**src/rtl/scr_pkg.sv**
```systemverilog
package scr_pkg;
  localparam int RULE_W = 31;

  typedef struct packed {
    logic        drop;
    logic        port_en;
    logic        dscp_en;
    logic [15:0] port_ref;
    logic [7:0]  dscp_ref;
    logic [3:0]  queue;
  } rule_t;
endpackage

```
**src/rtl/scr_hdr_tap.sv**
```systemverilog
module scr_hdr_tap #(
  parameter int DSCP_POS = 15,
  parameter int PORT_POS = 36
) (
  input  logic        clk,
  input  logic        rst,
  input  logic        rx_valid,
  input  logic        rx_sof,
  input  logic        rx_eof,
  input  logic [7:0]  rx_data,
  output logic        eval,
  output logic        dscp_ok,
  output logic [7:0]  dscp_val,
  output logic        port_ok,
  output logic [15:0] port_val
);
  localparam int LAST_POS = PORT_POS + 1;
  localparam int CNT_W = $clog2(LAST_POS + 2);
  localparam logic [CNT_W-1:0] DSCP_AT = CNT_W'(DSCP_POS);
  localparam logic [CNT_W-1:0] PHI_AT  = CNT_W'(PORT_POS);
  localparam logic [CNT_W-1:0] LAST_AT = CNT_W'(LAST_POS);

  logic [CNT_W-1:0] cnt_q;
  logic             live_q;
  logic [7:0]       dscp_q;
  logic [7:0]       port_hi_q;
  logic             take;
  logic [CNT_W-1:0] pos;

  always_comb begin
    take     = rx_valid && (rx_sof || live_q);
    pos      = rx_sof ? '0 : cnt_q;
    eval     = take && ((pos == LAST_AT) || rx_eof);
    dscp_ok  = pos >= DSCP_AT;
    dscp_val = (pos == DSCP_AT) ? rx_data : dscp_q;
    port_ok  = pos == LAST_AT;
    port_val = {port_hi_q, rx_data};
  end

  always_ff @(posedge clk) begin
    if (rst) begin
      cnt_q     <= '0;
      live_q    <= 1'b0;
      dscp_q    <= '0;
      port_hi_q <= '0;
    end else if (take) begin
      live_q <= !eval;
      cnt_q  <= eval ? '0 : pos + 1'b1;
      if (pos == DSCP_AT) dscp_q    <= rx_data;
      if (pos == PHI_AT)  port_hi_q <= rx_data;
    end
  end


  cnt_bound_chk: assert property (@(posedge clk) disable iff (rst)
    cnt_q <= LAST_AT);
endmodule

```
**src/rtl/scr_rule_bank.sv**
```systemverilog
module scr_rule_bank
  import scr_pkg::*;
#(
  parameter int NUM_RULES = 4,
  parameter int IDX_W = 3
) (
  input  logic                        clk,
  input  logic                        rst,
  input  logic                        cfg_we,
  input  logic [IDX_W-1:0]            cfg_idx,
  input  logic [RULE_W-1:0]           cfg_wdata,
  output rule_t [NUM_RULES-1:0]       rules
);
  rule_t [NUM_RULES-1:0] rules_q;

  for (genvar i = 0; i < NUM_RULES; i++) begin : g_slot
    always_ff @(posedge clk) begin
      if (rst) rules_q[i] <= '0;
      else if (cfg_we && cfg_idx == IDX_W'(i)) rules_q[i] <= rule_t'(cfg_wdata);
    end
  end

  assign rules = rules_q;


  oob_write_chk: assert property (@(posedge clk) disable iff (rst)
    (cfg_we && cfg_idx >= IDX_W'(NUM_RULES)) |=> $stable(rules_q));
endmodule

```
**src/rtl/scr_rule_match.sv**
```systemverilog
module scr_rule_match (
  input  logic        dscp_en,
  input  logic        port_en,
  input  logic [7:0]  dscp_ref,
  input  logic [15:0] port_ref,
  input  logic        dscp_ok,
  input  logic [7:0]  dscp_val,
  input  logic        port_ok,
  input  logic [15:0] port_val,
  output logic        hit
);
  logic dscp_bad, port_bad;

  always_comb begin
    dscp_bad = dscp_en && !(dscp_ok && dscp_val == dscp_ref);
    port_bad = port_en && !(port_ok && port_val == port_ref);
    hit      = (dscp_en || port_en) && !dscp_bad && !port_bad;
  end
endmodule

```
**src/rtl/scr_first_hit.sv**
```systemverilog
module scr_first_hit
  import scr_pkg::*;
#(
  parameter int NUM_RULES = 4
) (
  input  logic [NUM_RULES-1:0] hits,
  input  rule_t [NUM_RULES-1:0] rules,
  output logic                 any_hit,
  output logic [3:0]           queue,
  output logic                 drop
);
  logic [NUM_RULES-1:0] grant;
  logic [NUM_RULES:0]   seen;

  assign seen[0] = 1'b0;
  for (genvar i = 0; i < NUM_RULES; i++) begin : g_chain
    assign grant[i]  = hits[i] && !seen[i];
    assign seen[i+1] = seen[i] || hits[i];
  end

  always_comb begin
    queue = '0;
    drop  = 1'b0;
    for (int i = 0; i < NUM_RULES; i++) begin
      if (grant[i]) begin
        queue = queue | rules[i].queue;
        drop  = drop | rules[i].drop;
      end
    end
    any_hit = seen[NUM_RULES];

    grant_onehot_chk: assert ($onehot0(grant));
  end
endmodule

```
**src/rtl/rx_port_screener.sv**
```systemverilog
module rx_port_screener
  import scr_pkg::*;
#(
  parameter int NUM_RULES = 4,
  parameter int IDX_W = 3,
  parameter int DSCP_POS = 15,
  parameter int PORT_POS = 36
) (
  input  logic              clk,
  input  logic              rst,
  input  logic              cfg_we,
  input  logic [IDX_W-1:0]  cfg_idx,
  input  logic [RULE_W-1:0] cfg_wdata,
  input  logic              rx_valid,
  input  logic              rx_sof,
  input  logic              rx_eof,
  input  logic [7:0]        rx_data,
  output logic              dec_valid,
  output logic [3:0]        dec_queue,
  output logic              dec_drop
);
  rule_t [NUM_RULES-1:0] rules;
  logic [NUM_RULES-1:0]  hits;
  logic        eval, dscp_ok, port_ok, any_hit, win_drop;
  logic [7:0]  dscp_val;
  logic [15:0] port_val;
  logic [3:0]  win_queue;

  scr_rule_bank #(.NUM_RULES(NUM_RULES), .IDX_W(IDX_W)) u_bank (
    .clk(clk), .rst(rst), .cfg_we(cfg_we), .cfg_idx(cfg_idx),
    .cfg_wdata(cfg_wdata), .rules(rules));

  scr_hdr_tap #(.DSCP_POS(DSCP_POS), .PORT_POS(PORT_POS)) u_tap (
    .clk(clk), .rst(rst), .rx_valid(rx_valid), .rx_sof(rx_sof),
    .rx_eof(rx_eof), .rx_data(rx_data), .eval(eval), .dscp_ok(dscp_ok),
    .dscp_val(dscp_val), .port_ok(port_ok), .port_val(port_val));

  for (genvar i = 0; i < NUM_RULES; i++) begin : g_rule
    scr_rule_match u_match (
      .dscp_en(rules[i].dscp_en), .port_en(rules[i].port_en),
      .dscp_ref(rules[i].dscp_ref), .port_ref(rules[i].port_ref),
      .dscp_ok(dscp_ok), .dscp_val(dscp_val),
      .port_ok(port_ok), .port_val(port_val), .hit(hits[i]));


    hit_needs_enable_chk: assert property (@(posedge clk) disable iff (rst)
      hits[i] |-> (rules[i].dscp_en || rules[i].port_en));
  end

  scr_first_hit #(.NUM_RULES(NUM_RULES)) u_pick (
    .hits(hits), .rules(rules), .any_hit(any_hit),
    .queue(win_queue), .drop(win_drop));

  always_ff @(posedge clk) begin
    if (rst) begin
      dec_valid <= 1'b0;
      dec_queue <= '0;
      dec_drop  <= 1'b0;
    end else begin
      dec_valid <= eval;
      dec_queue <= (eval && any_hit) ? win_queue : '0;
      dec_drop  <= eval && any_hit && win_drop;
    end
  end


  idle_zero_chk: assert property (@(posedge clk) disable iff (rst)
    !dec_valid |-> (dec_queue == '0 && !dec_drop));


  pulse_follows_byte_chk: assert property (@(posedge clk) disable iff (rst)
    dec_valid |-> $past(rx_valid));
endmodule

```
**config.mk**
```make
export PLATFORM = sky130hd
export DESIGN_NAME = rx_port_screener
export DESIGN_NICKNAME = d
export VERILOG_FILES = /design/src/rtl/scr_pkg.sv /design/src/rtl/scr_hdr_tap.sv /design/src/rtl/scr_rule_bank.sv /design/src/rtl/scr_rule_match.sv /design/src/rtl/scr_first_hit.sv /design/src/rtl/rx_port_screener.sv
export SDC_FILE = /design/constraint.sdc
export NUM_CORES = 1
export LEC_CHECK = 0
export BUFFER_PORTS_ARGS = -buffer_cell sky130_fd_sc_hd__buf_2
export CORE_MARGIN = 2
export CORE_UTILIZATION = 45
export DETAILED_ROUTE_END_ITERATION = 10
export GPL_TIMING_DRIVEN = 0
export MAX_ROUTING_LAYER = met4
export PLACE_DENSITY = 0.59
export SYNTH_ARGS = -nofsm -noshare
export SYNTH_HDL_FRONTEND = slang
export SYNTH_HIERARCHICAL = 1
export SYNTH_SLANG_ARGS = --single-unit
```
**constraint.sdc**
```tcl
create_clock -name clk -period 7.1 [get_ports clk]
set_input_delay 1.775 -clock clk [delete_from_list [all_inputs] [get_ports clk]]
set_output_delay 1.775 -clock clk [all_outputs]
set_load 0.01 [all_outputs]
```
==> impl_results.md, run 1 <==
- Run status: finished, final reports clean
- Synth Instances: 746
- Sw frac: between 20% and 30%
- Highest ir drop seen on vdd: 183 uV
- Power density of the placed cells: 225 nW/um^2
- DRC violations left: 0
- Critical path data required time: 7.41 ns
- Gate power share: under 10%
- Maximum Capacitance Violations: 0
- Wire length of the first global-routing pass: 31.6 mm
- Ports placed on the boundary: 54
- ANT cells: 0
- Number of iterations in the first detailed-routing pass: 4
- Ys flop type: sky130_fd_sc_hd__dfxtp_1
- Upper clock frequency limit: 181 MHz
- Critical path class: input pin to flop
- Final critical-path share of the clock period: between 70% and 80%
- Sequential group share of total power: 45.3%
- P_leak: 3.82 nW
- Via Count: 5450
- Fraction of layout instances using a drive strength above 1: 14.0%
- CTS max path bufs: 2
- Setup slack after layout: ~1.6 ns
- Clock root buffer: sky130_fd_sc_hd__clkbuf_16
- Number of hold-repair buffers added at the cts stage: 0
- YS warnings: 6
- Minimum period implied by the final worst setup slack: between 5 and 6 ns
- Post-CTS Setup Bufs: 0
- Final Skew: 0.00996 ns
- Category of the worst setup path capture point: flop
- FFs w/ async S/R, synth: 0%
- Die boundary height: 134 um
- Floorplan die area: 17900 um^2
- Core box area: around 17000 um^2
- Clock buffer count from CTS: 17
- Synth Register Bits: 153
- PostCTS Resize Cnt: 0
- Synth Area per Inst: 10.2 um^2
- Transition time at the pin with the least slew margin: 0.869 ns
- Fill cell count: 1554
- Total buffers and inverters traversed by the critical path: 2
- Slowest cell on the critical path: sky130_fd_sc_hd__a21oi_1
- Starting DRT DRC Count: 298
- Die outline width: 134 um
- Area used by sequential logic in the layout: 3060 um^2
- Clk pwr share: 46.7%
- Headroom to the max-slew limit: a little over two fifths
- Global placement routability congestion: 0.900
- Nets: 866
- I/O Buffers: 52
- Setup repair after global routing missed its margin: false
- Type of the tightest min-delay check: flop to flop
- Starting density of the core: 46.0%
- Antenna violations before repair: 0
- Worst path arrival time: roughly 5.8 ns
- Hold violation count in the final report: 0
- Startpoint type of the worst setup path: input pin
- Number of setup violations in the final report: 0
- Highest cell delay on the worst timing path: between 0.6 and 0.7 ns
- Area occupied by multi-input gates: about 4300 um^2
- # clock sinks: 153
- Number of global-route vias before repair: 5655
- Clock transition at the registers of the reported paths: 0.06 ns
- Grt total ovfl: 0
- Yosys cell types: 43
- Total standard cell area after synthesis: approximately 7600 um^2
- Post-DRT Antenna Nets: 0
- Clock tree from TritonCTS: built
- Power dissipated by switching net loads: ~0.00045 W
- Internal power: 0.00151 W
- Largest net degree at the start of global routing: 17
- Via count normalized by instance count: 5.20
- Highest net fanout along the worst path: 10
- Minimum setup slack after placement: 1.21 ns
- Sum of net half-perimeters after detailed placement: 14.6 mm
- Cell Chain, Critical Path: buf_4, nor2b_1, ha_1, nand4b_4, or3_1, buf_2, mux2_1, xnor2_1, nand4_1, o31ai_1, o21ai_0, a21oi_1, nor2b_2, a221oi_1, o21ai_1, and4b_1
- Number of enable flip-flop cells after synthesis: 0
- Setup Total Neg Slack: 0 ns
- Global-route usage over all layers: 24.1%
- Top cell family by delay on the critical path: compound AO/OA/AOI/OAI gates
- Worst skew pair latency: 0.42 ns
- Site Rows: 47
- Final slew viol count: 0
- Final core area utilization: 52.7%
- H-Tree Level Count: 4
- Final wirelength: 20.0 mm
- Wire length per cell after detailed routing: 19.1 um
- Proportion of synthesized chip area in sequential cells: 40.3%
- Synthesized Nets: a little under 800
- Synth-to-Final Area Change: 14.8%
[final timing paths]
check                                startpoint                            end  slack (ns)  depth (start not counted)
setup reg to reg    u_tap/cnt_q[0]$_SDFFE_PP0P_        dec_queue[1]$_SDFF_PP0_        2.61                         15
hold reg to reg   u_bank/rules[30]$_SDFFE_PP0P_  u_bank/rules[30]$_SDFFE_PP0P_        0.48                          2
setup / recovery                         rx_sof        dec_queue[1]$_SDFF_PP0_        1.56                         16
hold / removal    u_bank/rules[30]$_SDFFE_PP0P_  u_bank/rules[30]$_SDFFE_PP0P_        0.48                          2
[placed cells by master, fill, tap and decap left out, drive strengths merged, types with 13 or more instances in the layout]
cell    count
mux2i     140
nor2b      13
buf        78
dfxtp     153
xnor2      81
clkbuf     44
nand2b    155
nand4      16
nand2      13
xor2       16
nor2       20
[worst register-to-register path: cells and delay by family (launching register included)]
family	cells	cell delay (ns)
xor gates and xnor gates	1	0.20
DFF	1	0.42
buffers and inverters	1	0.21
muxes	1	0.44
AOI/OAI and AO/OA	5	1.51
adders and majority gates	1	0.28
and+or+nand+nor	6	1.32
[synth_stat cells (11+ instances only)]
cell type / n / area [um^2]
sky130_fd_sc_hd__nand2b_1: 155 / 970
sky130_fd_sc_hd__dfxtp_1: 153 / 3060
sky130_fd_sc_hd__mux2i_1: 140 / 1400
sky130_fd_sc_hd__xnor2_1: 81 / 709
sky130_fd_sc_hd__clkbuf_1: 22 / 82.6
sky130_fd_sc_hd__nor2_1: 20 / 75.1
sky130_fd_sc_hd__nand4_1: 16 / 100
sky130_fd_sc_hd__xor2_1: 16 / 140
sky130_fd_sc_hd__nand2_1: 13 / 48.8
sky130_fd_sc_hd__nand3_1: 12 / 60.1
sky130_fd_sc_hd__nor2b_1: 12 / 75.1
sky130_fd_sc_hd__buf_2: 11 / 55.1
sky130_fd_sc_hd__buf_4: 11 / 82.6
[kinds of logic after synthesis]
group                      share of synthesized area (%)
DFF                                                 40.3
xor gates and xnor gates                            11.2
adders and majority gates                          0.165
muxes                                               19.6
and+or+nand+nor                                     22.1
buffers and inverters                               3.49
AOI/OAI and AO/OA                                   3.11
[layout make-up]
type / count / area share (%)
Multi-Input combinational cell: 545 / 48.9
Clock inverter: 8 / 1.39
Buffer: 48 / 3.04
Timing Repair Buffer: 52 / 2.99
Sequential cell: 153 / 35.1
Clock buffer: 22 / 5.33
Tap cell: 220 / 3.16
[metrics by stage]
stage	instances	total power (W)	hold slack [ns]	area [um^2]
after floorplan	746	0.00100	0.449	7590
after global placement	1018	0.00106	0.460	8130
after detailed placement	1018	0.00106	0.467	8130
after CTS	1048	0.00197	0.476	8710
after global routing	1048	0.00202	0.495	8710
final	1048	0.00196	0.478	8710
[power by group through the flow]
stage / clock [W] / combinational [W] / sequential, W
after floorplan: 0 / 0.000100 / 0.000902
after global placement: 0 / 0.000155 / 0.000905
after detailed placement: 0 / 0.000157 / 0.000905
after CTS: 0.000929 / 0.000158 / 0.000886
after global routing: 0.000964 / 0.000170 / 0.000888
final: 0.000914 / 0.000157 / 0.000886
[layer usage]
layer  GRT usage (%)  part of all wire [%]  up-vias
met2            38.2                    46       98
met3            4.69                   4.5       20
met5               -                     0        -
met4            5.91                   1.5        0
met1            31.8                    48     2656
li1                -                     -     2676
[state kept, by name (all words and copies together), names as in the netlist]
name             flops
dec_valid            1
u_tap/cnt_q          6
u_tap/port_hi_q      8
dec_queue            4
u_tap/dscp_q         8
dec_drop             1
u_bank/rules       124
u_tap/live_q         1
Note: power is estimated with default switching activity, not from simulation.
==> run 2, diff against run 1 <==
--- a/config.mk
+++ b/config.mk
@@ -11,7 +11,7 @@
 export DETAILED_ROUTE_END_ITERATION = 10
 export GPL_TIMING_DRIVEN = 0
 export MAX_ROUTING_LAYER = met4
-export PLACE_DENSITY = 0.59
+export PLACE_DENSITY = 0.62
 export SYNTH_ARGS = -nofsm -noshare
 export SYNTH_HDL_FRONTEND = slang
 export SYNTH_HIERARCHICAL = 1
==> constraint.sdc (replaced) <==
create_clock -name clk -period 4.45 [get_ports clk]
set_input_delay 1.1125 -clock clk [delete_from_list [all_inputs] [get_ports clk]]
set_output_delay 1.1125 -clock clk [all_outputs]
set_load 0.01 [all_outputs]
==> impl_results.md, run 2 (synthesis results as in run 1) <==
- Die outline width: 134 um (unchanged)
- Setup slack after layout: 0.212 ns (was 1.56 ns)
- Clock buffer count from CTS: 17 (unchanged)
- Maximum Capacitance Violations: 0 (unchanged)
- Core box area: 16500 um^2 (unchanged)
- Post-DRT Antenna Nets: 0 (unchanged)
- Upper clock frequency limit: ~240 MHz
- Transition time at the pin with the least slew margin: 0.739 ns (was 0.869 ns)
- Category of the worst setup path capture point: flop (unchanged)
- Non-Filler Cell Area, Final: 8800 um^2 (was 8710 um^2)
- Number of non-filler instances in the completed layout: 1052 (was 1048)
- Starting DRT DRC Count: 300 (was 298)
- Number of setup violations in the final report: 0 (unchanged)
- Clock transition at the registers of the reported paths: 0.06 ns (about the same)
- Sum of net half-perimeters after detailed placement: 14.5 mm (was 14.6 mm)
- Leading cell types in the layout, fill and taps excluded: 155 x sky130_fd_sc_hd__nand2b_1, 153 x sky130_fd_sc_hd__dfxtp_1, 140 x sky130_fd_sc_hd__mux2i_1, 81 x sky130_fd_sc_hd__xnor2_1, 63 x sky130_fd_sc_hd__buf_2 (unchanged)
- Internal power: 0.00248 W (was 0.00151 W)
- Fraction of layout instances using a drive strength above 1: 15.5% (was 14.0%)
- Worst skew pair latency: 0.43 ns (was 0.42 ns)
- Site Rows: 47 (unchanged)
- Final Skew: 0.00849 ns (was 0.00996 ns)
- Inst Count DP: 1018 (unchanged)
- H-Tree Level Count: 4 (unchanged)
- Floorplan die area: 17900 um^2 (unchanged)
- Run status: finished, final reports clean (unchanged)
- Grt total ovfl: 0 (unchanged)
- Critical path class: input pin to flop (unchanged)
- Critical path data required time: 4.76 ns (was 7.41 ns)
- Final critical-path share of the clock period: 95.2%
- Minimum period implied by the final worst setup slack: 4.24 ns
- CTS max path bufs: 2 (unchanged)
- Highest net fanout along the worst path: 10 (unchanged)
- Slowest cell on the critical path: sky130_fd_sc_hd__mux2_1 (was sky130_fd_sc_hd__a21oi_1)
- Clock root buffer: sky130_fd_sc_hd__clkbuf_16 (unchanged)
- Die boundary height: 134 um (unchanged)
- Final core area utilization: 53.3% (was 52.7%)
- Clk pwr share: 47.9% (was 46.7%)
- Sw frac: 22.6% (was 22.9%)
- Sequential group share of total power: 44.2% (was 45.3%)
- Worst path arrival time: 4.55 ns (was 5.84 ns)
- Startpoint type of the worst setup path: input pin (unchanged)
- Wire length per cell after detailed routing: 19.0 um (was 19.1 um)
- Most common cell after layout, fill and taps aside: sky130_fd_sc_hd__nand2b_1 (unchanged)
- Number of global-route vias before repair: 5493 (was 5655)
- Power density of the placed cells: 364 nW/um^2 (was 225 nW/um^2)
- Instance area at placement: 8130 um^2 (about the same)
- Headroom to the max-slew limit: 50.2% (was 42.0%)
- Clock tree from TritonCTS: built (unchanged)
- Antenna violations before repair: 0 (unchanged)
- Highest cell delay on the worst timing path: 0.43 ns (was 0.69 ns)
- Global placement routability congestion: 0.892 (was 0.900)
- I/O Buffers: 52 (unchanged)
- Flip-flop count of the largest register, all copies and words added: 124 (unchanged)
- Largest net degree at the start of global routing: 17 (unchanged)
- Cell Chain, Critical Path: buf_4, nor2b_2, ha_2, nand4b_4, or3_1, buf_2, mux2_1, xnor2_1, nand4_1, o31ai_1, o21ai_0, a21oi_2, buf_4, nor4b_4, buf_4, nand2_1, o21ai_1, and4b_1 (was buf_4, nor2b_1, ha_1, nand4b_4, or3_1, buf_2, mux2_1, xnor2_1, nand4_1, o31ai_1, o21ai_0, a21oi_1, nor2b_2, a221oi_1, o21ai_1, and4b_1)
- Synth-to-Final Area Change: 15.9% (was 14.8%)
- Cell seen most often among critical-path stages: sky130_fd_sc_hd__buf_4
- Hold violation count in the final report: 0 (unchanged)
- Minimum setup slack after placement: -0.550 ns (was 1.21 ns)
- Type of the tightest min-delay check: flop to flop (unchanged)
- Final wirelength: 20.0 mm (about the same)
- Nets: 869 (was 866)
- ANT cells: 0 (unchanged)
- Starting density of the core: 46.0% (unchanged)
- Number of hold-repair buffers added at the cts stage: 0 (unchanged)
- P_leak: 3.85 nW (was 3.82 nW)
- Highest ir drop seen on vdd: 252 uV (was 183 uV)
- Ports placed on the boundary: 54 (unchanged)
- Gate power share: 7.9% (was 8.0%)
- Final slew viol count: 0 (unchanged)
- DRC violations left: 0 (unchanged)
- Number of iterations in the first detailed-routing pass: 4 (unchanged)
- Global-route usage over all layers: 23.6% (was 24.1%)
- Worst-case hold slack: 0.478 ns (about the same)
- # clock sinks: 153 (unchanged)
- Power dissipated by switching net loads: 0.000724 W (was 0.000448 W)
- Via count normalized by instance count: 5.19 (was 5.20)
- Wire length of the first global-routing pass: 31.1 mm (was 31.6 mm)
- Via Count: 5464 (was 5450)
-- run 2: changes by cell type in the layout (fill, tap and decap cells not counted), sizes merged --
cell and delta:
buf +3, clkbuf +3, clkinv -3, clkinvlp +1
-- run 2: path summary, 6_finish.rpt --
kind                                     start                           end  slack, ns  cells past startpoint
setup / recovery                        rx_sof       dec_queue[2]$_SDFF_PP0_       0.21                     18
hold / removal    u_bank/rules[0]$_SDFFE_PP0P_  u_bank/rules[0]$_SDFFE_PP0P_       0.48                      2
setup reg to reg   u_tap/cnt_q[0]$_SDFFE_PP0P_       dec_queue[2]$_SDFF_PP0_       0.57                     17
hold reg to reg   u_bank/rules[0]$_SDFFE_PP0P_  u_bank/rules[0]$_SDFFE_PP0P_       0.48                      2
-- run 2: through the flow --
stage	power, W	setup TNS, ns
after global routing	0.00330	-0.0510
after floorplan	0.00160	0
after detailed placement	0.00169	-2.65
final	0.00320	0
after global placement	0.00169	-2.46
after CTS	0.00322	0
-- run 2: timing repair --
action	in CTS	in global routing
gates resized for setup	3	7
setup endpoints to repair	5	5
buffers inserted	1	2
pin swaps	0	0
-- run 2: critical path, delay by kind of cell --
| kind | cells | cell delay, ns |
|---|---|---|
| adder cells (fa/ha/maj) | 1 | 0.26 |
| AO/OA/AOI/OAI | 4 | 0.71 |
| buffers and inverters | 4 | 0.74 |
| AND/OR/NAND/NOR | 7 | 1.11 |
| multiplexers | 1 | 0.43 |
| XOR/XNOR | 1 | 0.19 |
-- run 2: final cells by class --
type | count | area [um^2]
clock inverters | 6 | 110
clock buffers | 25 | 515
repair buffers | 55 | 283
fillers | 1531 | 7720
multi-input cells | 545 | 4290
well taps | 220 | 275
plain buffers | 48 | 269
flip-flops and latches | 153 | 3060
-- run 2: power by group through the flow --
stage	logic, W	registers [W]	clock network [W]
3_3_place_gp	0.000245	0.00144	0
3_5_place_dp	0.000250	0.00144	0
4_1_cts	0.000252	0.00141	0.00155
5_1_grt	0.000273	0.00142	0.00161
6_report	0.000254	0.00141	0.00153
2_1_floorplan	0.000160	0.00144	0
-- run 2: per-layer routing --
metal	wire length [um]	global-route usage, %
met2	9320	37.0
met1	9600	31.8
met4	193	4.79
met5	0	-
met3	879	4.69
